--- config.mk ---
export PLATFORM = sky130hd
export DESIGN_NAME = page_mapper
export DESIGN_NICKNAME = d
export VERILOG_FILES = /design/src/rtl/pm_pkg.sv /design/src/rtl/pm_regs.sv /design/src/rtl/pm_table.sv /design/src/rtl/pm_xlate.sv /design/src/rtl/page_mapper.sv
export SDC_FILE = /design/constraint.sdc
export NUM_CORES = 1
export LEC_CHECK = 0
export ABC_AREA = 0
export BUFFER_PORTS_ARGS = -buffer_cell sky130_fd_sc_hd__clkbuf_2
export CORE_ASPECT_RATIO = 1.4
export CORE_MARGIN = 1.5
export CORE_UTILIZATION = 55
export CTS_BUF_LIST = sky130_fd_sc_hd__clkbuf_2 sky130_fd_sc_hd__clkbuf_4 sky130_fd_sc_hd__clkbuf_8
export DETAILED_ROUTE_END_ITERATION = 8
export PLACE_DENSITY = 0.72
export SYNTH_ARGS = -nofsm -noshare
export SYNTH_HDL_FRONTEND = slang
export SYNTH_HIERARCHICAL = 1
export SYNTH_SLANG_ARGS = --single-unit
--- constraint.sdc ---
create_clock -name clk -period 2.4 [get_ports clk]
set_clock_uncertainty 0.15 [all_clocks]
set_input_delay 0.24 -clock clk [delete_from_list [all_inputs] [get_ports clk]]
set_output_delay 0.24 -clock clk [all_outputs]
set_load 0.03 [all_outputs]
--- src/rtl/pm_pkg.sv ---
package pm_pkg;

  // Register offsets decoded under the table chip select.
  typedef enum logic [1:0] {
    OFF_INDEX = 2'd0,
    OFF_LANE0 = 2'd1,
    OFF_LANE1 = 2'd2,
    OFF_SPARE = 2'd3
  } pm_off_e;

  // Number of byte lanes needed to cover an entry of the given width.
  function automatic int lane_count(input int ent_w, input int bus_w);
    return (ent_w + bus_w - 1) / bus_w;
  endfunction

  // Width of a given lane; the last lane may be narrower than the bus.
  function automatic int lane_width(input int ent_w, input int bus_w, input int lane);
    int rem;
    rem = ent_w - lane * bus_w;
    return (rem < bus_w) ? rem : bus_w;
  endfunction

endpackage

--- src/rtl/pm_regs.sv ---
module pm_regs
  import pm_pkg::*;
#(
  parameter int BUS_W = 8,
  parameter int RA_W  = 2,
  parameter int IDX_W = 4
) (
  input  logic             clk,
  input  logic             rst,
  input  logic             wr_en,
  input  logic             rd_en,
  input  logic             cs_table,
  input  logic             cs_ctrl,
  input  logic [RA_W-1:0]  reg_addr,
  input  logic [BUS_W-1:0] wr_data,
  output logic             en_q,
  output logic [IDX_W-1:0] idx_q,
  output logic [BUS_W-1:0] rd_q
);

  logic idx_hit;
  logic ctl_wr;
  logic [BUS_W-1:0] rd_next;

  assign idx_hit = cs_table && (reg_addr == RA_W'(OFF_INDEX));
  assign ctl_wr  = wr_en && cs_ctrl;

  // Control word: only bit 0 is stored.
  always_ff @(posedge clk) begin
    if (rst) begin
      en_q <= 1'b0;
    end else if (ctl_wr) begin
      en_q <= wr_data[0];
    end
  end

  // Entry index register.
  always_ff @(posedge clk) begin
    if (rst) begin
      idx_q <= '0;
    end else if (wr_en && idx_hit) begin
      idx_q <= wr_data[IDX_W-1:0];
    end
  end

  // Read mux; control select takes priority.
  always_comb begin
    rd_next = '0;
    if (rd_en) begin
      if (cs_ctrl) begin
        rd_next = BUS_W'(en_q);
      end else if (idx_hit) begin
        rd_next = BUS_W'(idx_q);
      end
    end
  end

  always_ff @(posedge clk) begin
    if (rst) begin
      rd_q <= '0;
    end else begin
      rd_q <= rd_next;
    end
  end

endmodule

--- src/rtl/pm_table.sv ---
module pm_table
  import pm_pkg::*;
#(
  parameter int BUS_W = 8,
  parameter int RA_W  = 2,
  parameter int IDX_W = 4,
  parameter int ENT_W = 12
) (
  input  logic             clk,
  input  logic             rst,
  input  logic             wr_en,
  input  logic             cs_table,
  input  logic [RA_W-1:0]  reg_addr,
  input  logic [BUS_W-1:0] wr_data,
  input  logic [IDX_W-1:0] wr_idx,
  input  logic [IDX_W-1:0] rd_idx,
  output logic [ENT_W-1:0] ent_q
);

  localparam int DEPTH = 1 << IDX_W;
  localparam int LANES = lane_count(ENT_W, BUS_W);

  logic tbl_wr;
  assign tbl_wr = wr_en && cs_table && !rst;

  // One narrow RAM per byte lane, each with its own write offset and a
  // read-first synchronous read port driven by the logical page index.
  for (genvar l = 0; l < LANES; l++) begin : g_lane
    localparam int LW = lane_width(ENT_W, BUS_W, l);
    localparam int LO = l * BUS_W;

    logic [LW-1:0] mem [DEPTH];
    logic [LW-1:0] rd_lane;
    logic          lane_sel;

    assign lane_sel = (reg_addr == RA_W'(int'(OFF_LANE0) + l));

    always_ff @(posedge clk) begin
      if (tbl_wr && lane_sel) begin
        mem[wr_idx] <= wr_data[LW-1:0];
      end
      rd_lane <= mem[rd_idx];
    end

    assign ent_q[LO +: LW] = rd_lane;
  end

endmodule

--- src/rtl/pm_xlate.sv ---
module pm_xlate #(
  parameter int LA_W    = 16,
  parameter int PG_BITS = 12,
  parameter int PA_W    = 24
) (
  input  logic                      clk,
  input  logic                      rst,
  input  logic                      en,
  input  logic [LA_W-1:0]           log_addr,
  input  logic [PA_W-PG_BITS-1:0]   ent_q,
  output logic [PA_W-1:0]           phys_addr
);

  localparam int IDX_W = LA_W - PG_BITS;
  localparam int ENT_W = PA_W - PG_BITS;

  logic               en_d;
  logic [IDX_W-1:0]   page_d;
  logic [PG_BITS-1:0] off_d;
  logic [ENT_W-1:0]   frame;

  // Stage aligned with the table's registered read.
  always_ff @(posedge clk) begin
    if (rst) begin
      en_d   <= 1'b0;
      page_d <= '0;
      off_d  <= '0;
    end else begin
      en_d   <= en;
      page_d <= log_addr[LA_W-1:PG_BITS];
      off_d  <= log_addr[PG_BITS-1:0];
    end
  end

  // Identity map zero-extends the page number when translation is off.
  assign frame     = en_d ? ent_q : ENT_W'(page_d);
  assign phys_addr = {frame, off_d};

endmodule

--- src/rtl/page_mapper.sv ---
module page_mapper #(
  parameter int LA_W    = 16,
  parameter int PA_W    = 24,
  parameter int PG_BITS = 12,
  parameter int BUS_W   = 8,
  parameter int RA_W    = 2
) (
  input  logic             clk,
  input  logic             rst,
  input  logic             wr_en,
  input  logic             rd_en,
  input  logic             cs_table,
  input  logic             cs_ctrl,
  input  logic [RA_W-1:0]  reg_addr,
  input  logic [BUS_W-1:0] wr_data,
  output logic [BUS_W-1:0] rd_data,
  input  logic [LA_W-1:0]  log_addr,
  output logic [PA_W-1:0]  phys_addr
);

  localparam int IDX_W = LA_W - PG_BITS;
  localparam int ENT_W = PA_W - PG_BITS;

  logic             en_w;
  logic [IDX_W-1:0] idx_w;
  logic [ENT_W-1:0] ent_w;

  pm_regs #(.BUS_W(BUS_W), .RA_W(RA_W), .IDX_W(IDX_W)) u_regs (
    .clk      (clk),
    .rst      (rst),
    .wr_en    (wr_en),
    .rd_en    (rd_en),
    .cs_table (cs_table),
    .cs_ctrl  (cs_ctrl),
    .reg_addr (reg_addr),
    .wr_data  (wr_data),
    .en_q     (en_w),
    .idx_q    (idx_w),
    .rd_q     (rd_data)
  );

  pm_table #(.BUS_W(BUS_W), .RA_W(RA_W), .IDX_W(IDX_W), .ENT_W(ENT_W)) u_table (
    .clk      (clk),
    .rst      (rst),
    .wr_en    (wr_en),
    .cs_table (cs_table),
    .reg_addr (reg_addr),
    .wr_data  (wr_data),
    .wr_idx   (idx_w),
    .rd_idx   (log_addr[LA_W-1:PG_BITS]),
    .ent_q    (ent_w)
  );

  pm_xlate #(.LA_W(LA_W), .PG_BITS(PG_BITS), .PA_W(PA_W)) u_xlate (
    .clk       (clk),
    .rst       (rst),
    .en        (en_w),
    .log_addr  (log_addr),
    .ent_q     (ent_w),
    .phys_addr (phys_addr)
  );

endmodule

==> metrics.md, run 1 <==
| Metric | Value |
|---|---|
| Run status | completed |
| Layout Area Growth over Synthesis | 18.23% |
| Crit path time final | 2068 ps |
| Die Ht | 152.3 um |
| Arr. time, crit path | 1680 ps |
| Max IR drop VDD | 537.8 uV |
| GRT Residual Overflow | 0 |
| HP Start | wr_data[4] |
| DR WL/cell | 21.59 um |
| Data required, critical path | 2010 ps |
| DRC | 0 |
| Synth area leaders | edfxtp_1 66%, dfxtp_1 8.7%, mux4_2 8.5% |
| Max Cap Violations | 0 |
| Reg-to-Reg End | u_table/g_lane[1].mem[11][1] |
| Seq cells post-synth | 230 |
| Period utilisation layout | 86.18% |
| Most used DFF post-synth | edfxtp_1 |
| Worst Hold Depth | 1 |
| Gr usage total | 22.08% |
| Register area share after synthesis | 74.57% |
| Worst-path clk slew | 70 ps |
| Io pins | 64 |
| Clock Latency Late Sink | 490 ps |
| Max-slew violations | 0 |
| Hold WC Path Type | input port to flip-flop |
| Fraction of layout cells with a size suffix above 1 | 33.33% |
| RSZ-0062 raised after global routing | false |
| Max FO, Critical Path | 12 |
| Std-Cell Rows | 54 |
| Hold worst-path end | u_table/g_lane[0].mem[9][4] |
| Async SR Flop Fraction | 0% |
| Post-CTS setup buffers | 0 |
| Area of the multi-input gates | 2042 um2 |
| Post-route design area | 10350 um2 |
| Post-Layout Cell Count | 802 |
| Most instantiated cells after synthesis | 192 x edfxtp_1, 38 x dfxtp_1, 33 x mux4_2 |
| Synthesized area | 8752 um2 |
| Vias in the first global route | 4966 |
| Inserted Diodes | 0 |
| CTS H-Tree Depth | 2 |
| Worst r2r path cells | 2 |
| Hold Fails Final Rpt | 0 |
| Synth warn | 6 |
| P_leak | 0.003631 uW |
| Hold slack | 26.42 ps |
| Final wirelength | 17320 um |
| First-pass GRT wire length | 26750 um |
| Final Wtd Congestion | 0.7888 |
| Placed Cells | 717 |
| CTS root buffer | clkbuf_8 |
| CTS tree | built |
| Leading area contributor after synthesis | edfxtp_1 |
| Pre-Repair DR Iteration Count | 5 |
| R2r setup slk | 450 ps |
| Critical path startpoint category | flip-flop |
| EDFF count, synth | 192 |
| Die footprint | 16690 um2 |
| Largest net degree at the start of global routing | 50 |
| Filler Cells Inserted | 1017 |
| Post-Syn Instances | 451 |
| Remaining antenna violation count after routing | 0 |
| Most frequent cell after synthesis | edfxtp_1 |
| Final setup viols | 0 |
| Core area | 15610 um2 |
| Power per cell area | 757.2 nW/um2 |
| NumNets Final | 613 |
| DR iter-0 viols | 394 |
| Buffers on Ports | 59 |
| Register area | 6526 um2 |
| Relative slew margins | 56.62% |
| CTS Sinks | 230 |
| Fin Setup TNS | 0 ps |
| Post-DP Area | 9427 um2 |
| Setup crit end kind | primary output |
| Initial antenna violation count | 0 |
| Syn avg cell area | 19.41 um2 |
| Drt via density | 5.774 |
| Clk buf depth | 3 |
| Initial Utilization | 56.08% |
| Post-CTS resize count | 0 |
| Yosys top cell area share | 65.88% |
| Total CTS buffers | 34 |
| DP HPWL | 10850 um |
| Yosys cell types | 33 |
| Max Fclk | 0.4835 GHz |
| Die width | 109.6 um |
| Vias | 4631 |
| Worst Tran Pin Value | 650.7 ps |
| Worst r2r src | u_regs/idx_q[1] |
| Crit Path Class | flip-flop to primary output |
per-stage QoR:
step | power [uW] | setup slack [ps] | util, %
finish | 7835 | 331.7 | 66.30
global placement | 4837 | 270.0 | 60.40
CTS | 7914 | 107.4 | 66.30
floorplan | 4702 | 410.5 | -
global route | 8136 | 258.1 | 66.30
detailed placement | 4850 | 258.8 | 60.40
per-layer routing:
metal / routed length [um] / track usage, % / vias up
li1: - / - / 2064
met1: 6256 / 25.88 / 2351
met2: 9669 / 39.87 / 179
met3: 903 / 3.764 / 37
met4: 488 / 8.163 / 0
met5: 0 / 0 / -
kinds of logic (layout without fill, tap and decap cells):
| logic type | after synthesis | after routing | synth area share (%) |
|---|---|---|---|
| simple gates | 104 | 104 | 6.733 |
| compound gates | 27 | 27 | 2.373 |
| mux | 56 | 56 | 14.05 |
| other cells | 1 | 4 | 0.04285 |
| flops | 230 | 230 | 74.57 |
| buf+inv | 33 | 185 | 2.230 |
cells in the final DEF, fill, tap and decap left out, types with 2 or more instances in the layout:
master         count
edfxtp_1         192
clkbuf_2          58
clkbuf_8          39
dfxtp_1           38
buf_4             35
mux4_2            33
dlygate4sd3_1     24
a22oi_1           24
nor2b_1           20
nor3_1            19
clkbuf_4          15
nand2_1           15
mux4_1            15
nor2_1            14
nand2b_1          12
and2_2             8
clkinv_1           5
mux2i_1            4
inv_1              4
conb_1             4
nor4_1             4
nand4b_1           3
buf_12             2
or3b_4             2
nand3_1            2
mux2_4             2
mux2_2             2
cell type report:
type                       count  share of cell area, %
sequential                   230                  63.07
multi-input combinational    191                  19.73
timing repair buffer         120                  8.102
clock buffer                  54                  6.276
tap                          196                  2.370
clock inverter                 7                 0.3023
inverter                       4                 0.1451
flip-flops by register name, indices dropped and copies added, names as in the netlist:
| signal | count |
|---|---|
| u_xlate/page_d | 4 |
| u_regs/idx_q | 4 |
| u_regs/en_q | 1 |
| u_xlate/off_d | 12 |
| u_xlate/en_d | 1 |
| u_table/g_lane.rd_lane | 12 |
| u_regs/rd_q | 4 |
| u_table/g_lane.mem | 192 |
power breakdown:
part	switching [uW]	internal (uW)	leakage, uW
Sequential	18.0	4360	0.00204
Combinational	236	173	0.00123
Clock	1330	1710	0.000361
what timing repair did:
action | 4_1_cts | 5_1_grt
endpoints found under the setup margin | 0 | 1
hold buffers | 24 | 1
hold endpoints to repair | 19 | 2
critical path: stages (launching register included):
cell and delay (ps):
dfxtp_1 610, mux2_2 390, clkbuf_2 180
how the worst max path moves through the flow:
stage | from | end | slack [ps]
3_3_place_gp | log_addr[12] | u_table/g_lane[0].rd_lane[7] | 270
3_5_place_dp | log_addr[12] | u_table/g_lane[0].rd_lane[7] | 260
4_1_cts | reg_addr[0] | u_regs/rd_q[2] | 110
2_1_floorplan | u_regs/idx_q[1] | u_table/g_lane[0].mem[11][0] | 410
5_1_grt | u_xlate/en_d | phys_addr[13] | 260
6_report | u_xlate/en_d | phys_addr[12] | 330
No activity file was read; power rests on OpenSTA's default activity.
==> run 2, diff against run 1 <==
CTS_BUF_LIST = sky130_fd_sc_hd__clkbuf_2   (was sky130_fd_sc_hd__clkbuf_2 sky130_fd_sc_hd__clkbuf_4 sky130_fd_sc_hd__clkbuf_8)
==> run 2 against run 1 <==
Compared with the run above:
- register-to-register slack worse by 20 ps
- setup slack worse by 210 ps
- wire length up 3.4%
==> metrics.md, run 2 (synthesized netlist as in run 1, its figures left out) <==
| Metric | Value |
|---|---|
| Run status | completed |
| Clock Latency Late Sink | 740 ps (+250 ps) |
| Worst r2r path cells | 2 (unchanged) |
| GRT Residual Overflow | 0 (unchanged) |
| Place WS | 258.8 ps (unchanged) |
| Largest registers | u_table/g_lane.mem x192, u_table/g_lane.rd_lane x12, u_xlate/off_d x12 |
| Max reg flops | 192 (unchanged) |
| DR WL/cell | 20.82 um (-3.6%) |
| Max IR drop VDD | 436.0 uV (-19%) |
| Fraction of layout cells with a size suffix above 1 | 33.33% (unchanged) |
| Data required, critical path | 2930 ps (+920 ps) |
| Final setup viols | 0 (unchanged) |
| CTS tree | built |
| Io pins | 64 (unchanged) |
| Clk buf depth | 3 (unchanged) |
| CTS H-Tree Depth | 2 (unchanged) |
| HP Start | wr_data[4] |
| Hold WC Path Type | input port to flip-flop |
| CTS Sinks | 230 (unchanged) |
| Relative slew margins | 55.52% (-1.1 points) |
| Arr. time, crit path | 2810 ps (+1130 ps) |
| Period utilisation layout | 94.87% (+8.7 points) |
| CTS root buffer | clkbuf_2 |
| Initial antenna violation count | 1 (+1) |
| Hold worst-path end | u_table/g_lane[0].mem[9][4] |
| DRC | 0 (unchanged) |
| RSZ-0062 raised after global routing | false |
| Hold Fails Final Rpt | 0 (unchanged) |
| First-pass GRT wire length | 27500 um (+2.8%) |
| Buffers on Ports | 59 (unchanged) |
| Die Ht | 152.3 um (unchanged) |
| Fin Setup TNS | 0 ps (unchanged) |
| Crit Path Class | input port to flip-flop |
| Most frequent cells in the layout | 192 x edfxtp_1, 127 x clkbuf_2, 53 x dlygate4sd3_1 |
| Pre-Repair DR Iteration Count | 4 (-1) |
| Max Fclk | 0.4392 GHz (-9.2%) |
| Total CTS buffers | 50 (+47%) |
| Initial Utilization | 56.08% (unchanged) |
| Worst-path clk slew | 120 ps (+50 ps) |
| R2r setup slk | 430 ps (-20 ps) |
| Gr usage total | 22.60% (+0.52 points) |
| Setup crit end kind | flip-flop |
| Overall power | 7084 uW (-9.6%) |
| Std-Cell Rows | 54 (unchanged) |
| Max FO, Critical Path | 34 (+22) |
| Max-slew violations | 0 (unchanged) |
| Drt via density | 5.608 (-2.9%) |
| Reg-to-Reg End | u_table/g_lane[1].mem[11][1] |
| Die footprint | 16690 um2 (unchanged) |
| Crit path time final | 2277 ps (+208.5 ps) |
| Critical path startpoint category | input port |
| P_leak | 0.003750 uW (+3.3%) |
| DP HPWL | 10850 um (unchanged) |
| Placed Cells | 717 (unchanged) |
| Final wirelength | 17910 um (+3.4%) |
| Remaining antenna violation count after routing | 0 (unchanged) |
| Core area | 15610 um2 (unchanged) |
| Vias | 4823 (+4.1%) |
| Setup WS post-layout | 123.2 ps (-208.5 ps) |
| Worst Tran Pin Value | 667.2 ps (+16.40 ps) |
| Worst r2r src | u_regs/idx_q[0] |
| Layout Area Growth over Synthesis | 18.94% |
| Largest net degree at the start of global routing | 50 (unchanged) |
| Filler Cells Inserted | 1052 (+3.4%) |
| Max Cap Violations | 0 (unchanged) |
| Power per cell area | 680.5 nW/um2 (-10%) |
| NumNets Final | 658 (+7.3%) |
| Most flops, register | u_table/g_lane.mem |
| Post-Layout Cell Count | 860 (+7.2%) |
| Commonest non-fill, non-tap cell in the layout | edfxtp_1 |
| Worst Hold Depth | 2 (+1) |
| Die width | 109.6 um (unchanged) |
| Vias in the first global route | 5210 (+4.9%) |
| DR iter-0 viols | 355 (-9.9%) |
| Final Wtd Congestion | 0.7888 (unchanged) |
run 2: cell count changes in the layout (fill, tap and decap cells not counted), sizes merged:
| cell | change |
|---|---|
| clkbuf | +15 |
| clkinvlp | -1 |
| clkinv | +11 |
| dlygate4sd3 | +29 |
| inv | +2 |
| bufinv | +1 |
| diode | +1 |
run 2: metrics by stage:
stage	hold WS, ps	util (%)	instance area, um2
3_3_place_gp	305.9	60.40	9427
6_report	333.4	66.70	10410
2_1_floorplan	161.6	-	8763
4_1_cts	271.1	66.68	10410
3_5_place_dp	304.7	60.40	9427
5_1_grt	293.2	66.70	10410
run 2: layout make-up:
type / instances / area [um2] / share of cell area, %
diodes: 1 / 2.502 / 0.02404
clock buffers: 69 / 345.3 / 3.317
clock inverters: 20 / 103.9 / 0.9976
inverters: 4 / 15.01 / 0.1442
multi-input cells: 191 / 2042 / 19.62
flip-flops and latches: 230 / 6528 / 62.70
well taps: 196 / 245.2 / 2.356
repair buffers: 149 / 1129 / 10.84
run 2: what timing repair did:
item	in CTS	in global routing
hold endpoints to repair	168	0
setup endpoints to repair	2	0
setup buffers	0	0
hold buffers	53	0
resized for setup	1	0
run 2: critical path, stage by stage:
cell and delay [ps]:
dlygate4sd3_1 520, clkbuf_2 530, nand3_1 200, dlygate4sd3_1 630, a21oi_1 120, dlygate4sd3_1 560
run 2: worst max path at each step:
stage	cells after the start	end	slack, ps	startpoint
final	6	u_regs/en_q	120	wr_data[0]
after global routing	6	u_regs/en_q	70	wr_data[0]
after CTS	2	phys_addr[12]	130	u_xlate/en_d
after detailed placement	5	u_table/g_lane[0].rd_lane[7]	260	log_addr[12]
after global placement	5	u_table/g_lane[0].rd_lane[7]	270	log_addr[12]
after floorplan	3	u_table/g_lane[0].mem[11][0]	410	u_regs/idx_q[1]
run 2: power by group:
part | switching, uW | leakage, uW | internal [uW]
Sequential | 18.1 | 0.00204 | 4360
Clock | 1370 | 0.000341 | 889
Combinational | 244 | 0.00137 | 203
Total | 1640 | 0.00375 | 5450
run 2: per-layer routing:
metal / track usage, % / wire (um) / vias to the layer above / share of wire (%)
li1: - / - / 2180 / -
met1: 25.84 / 6365 / 2401 / 36
met2: 41.17 / 9976 / 212 / 56
met3: 4.106 / 1158 / 30 / 6.5
met4: 8.534 / 405 / 0 / 2.3
met5: 0 / 0 / - / 0
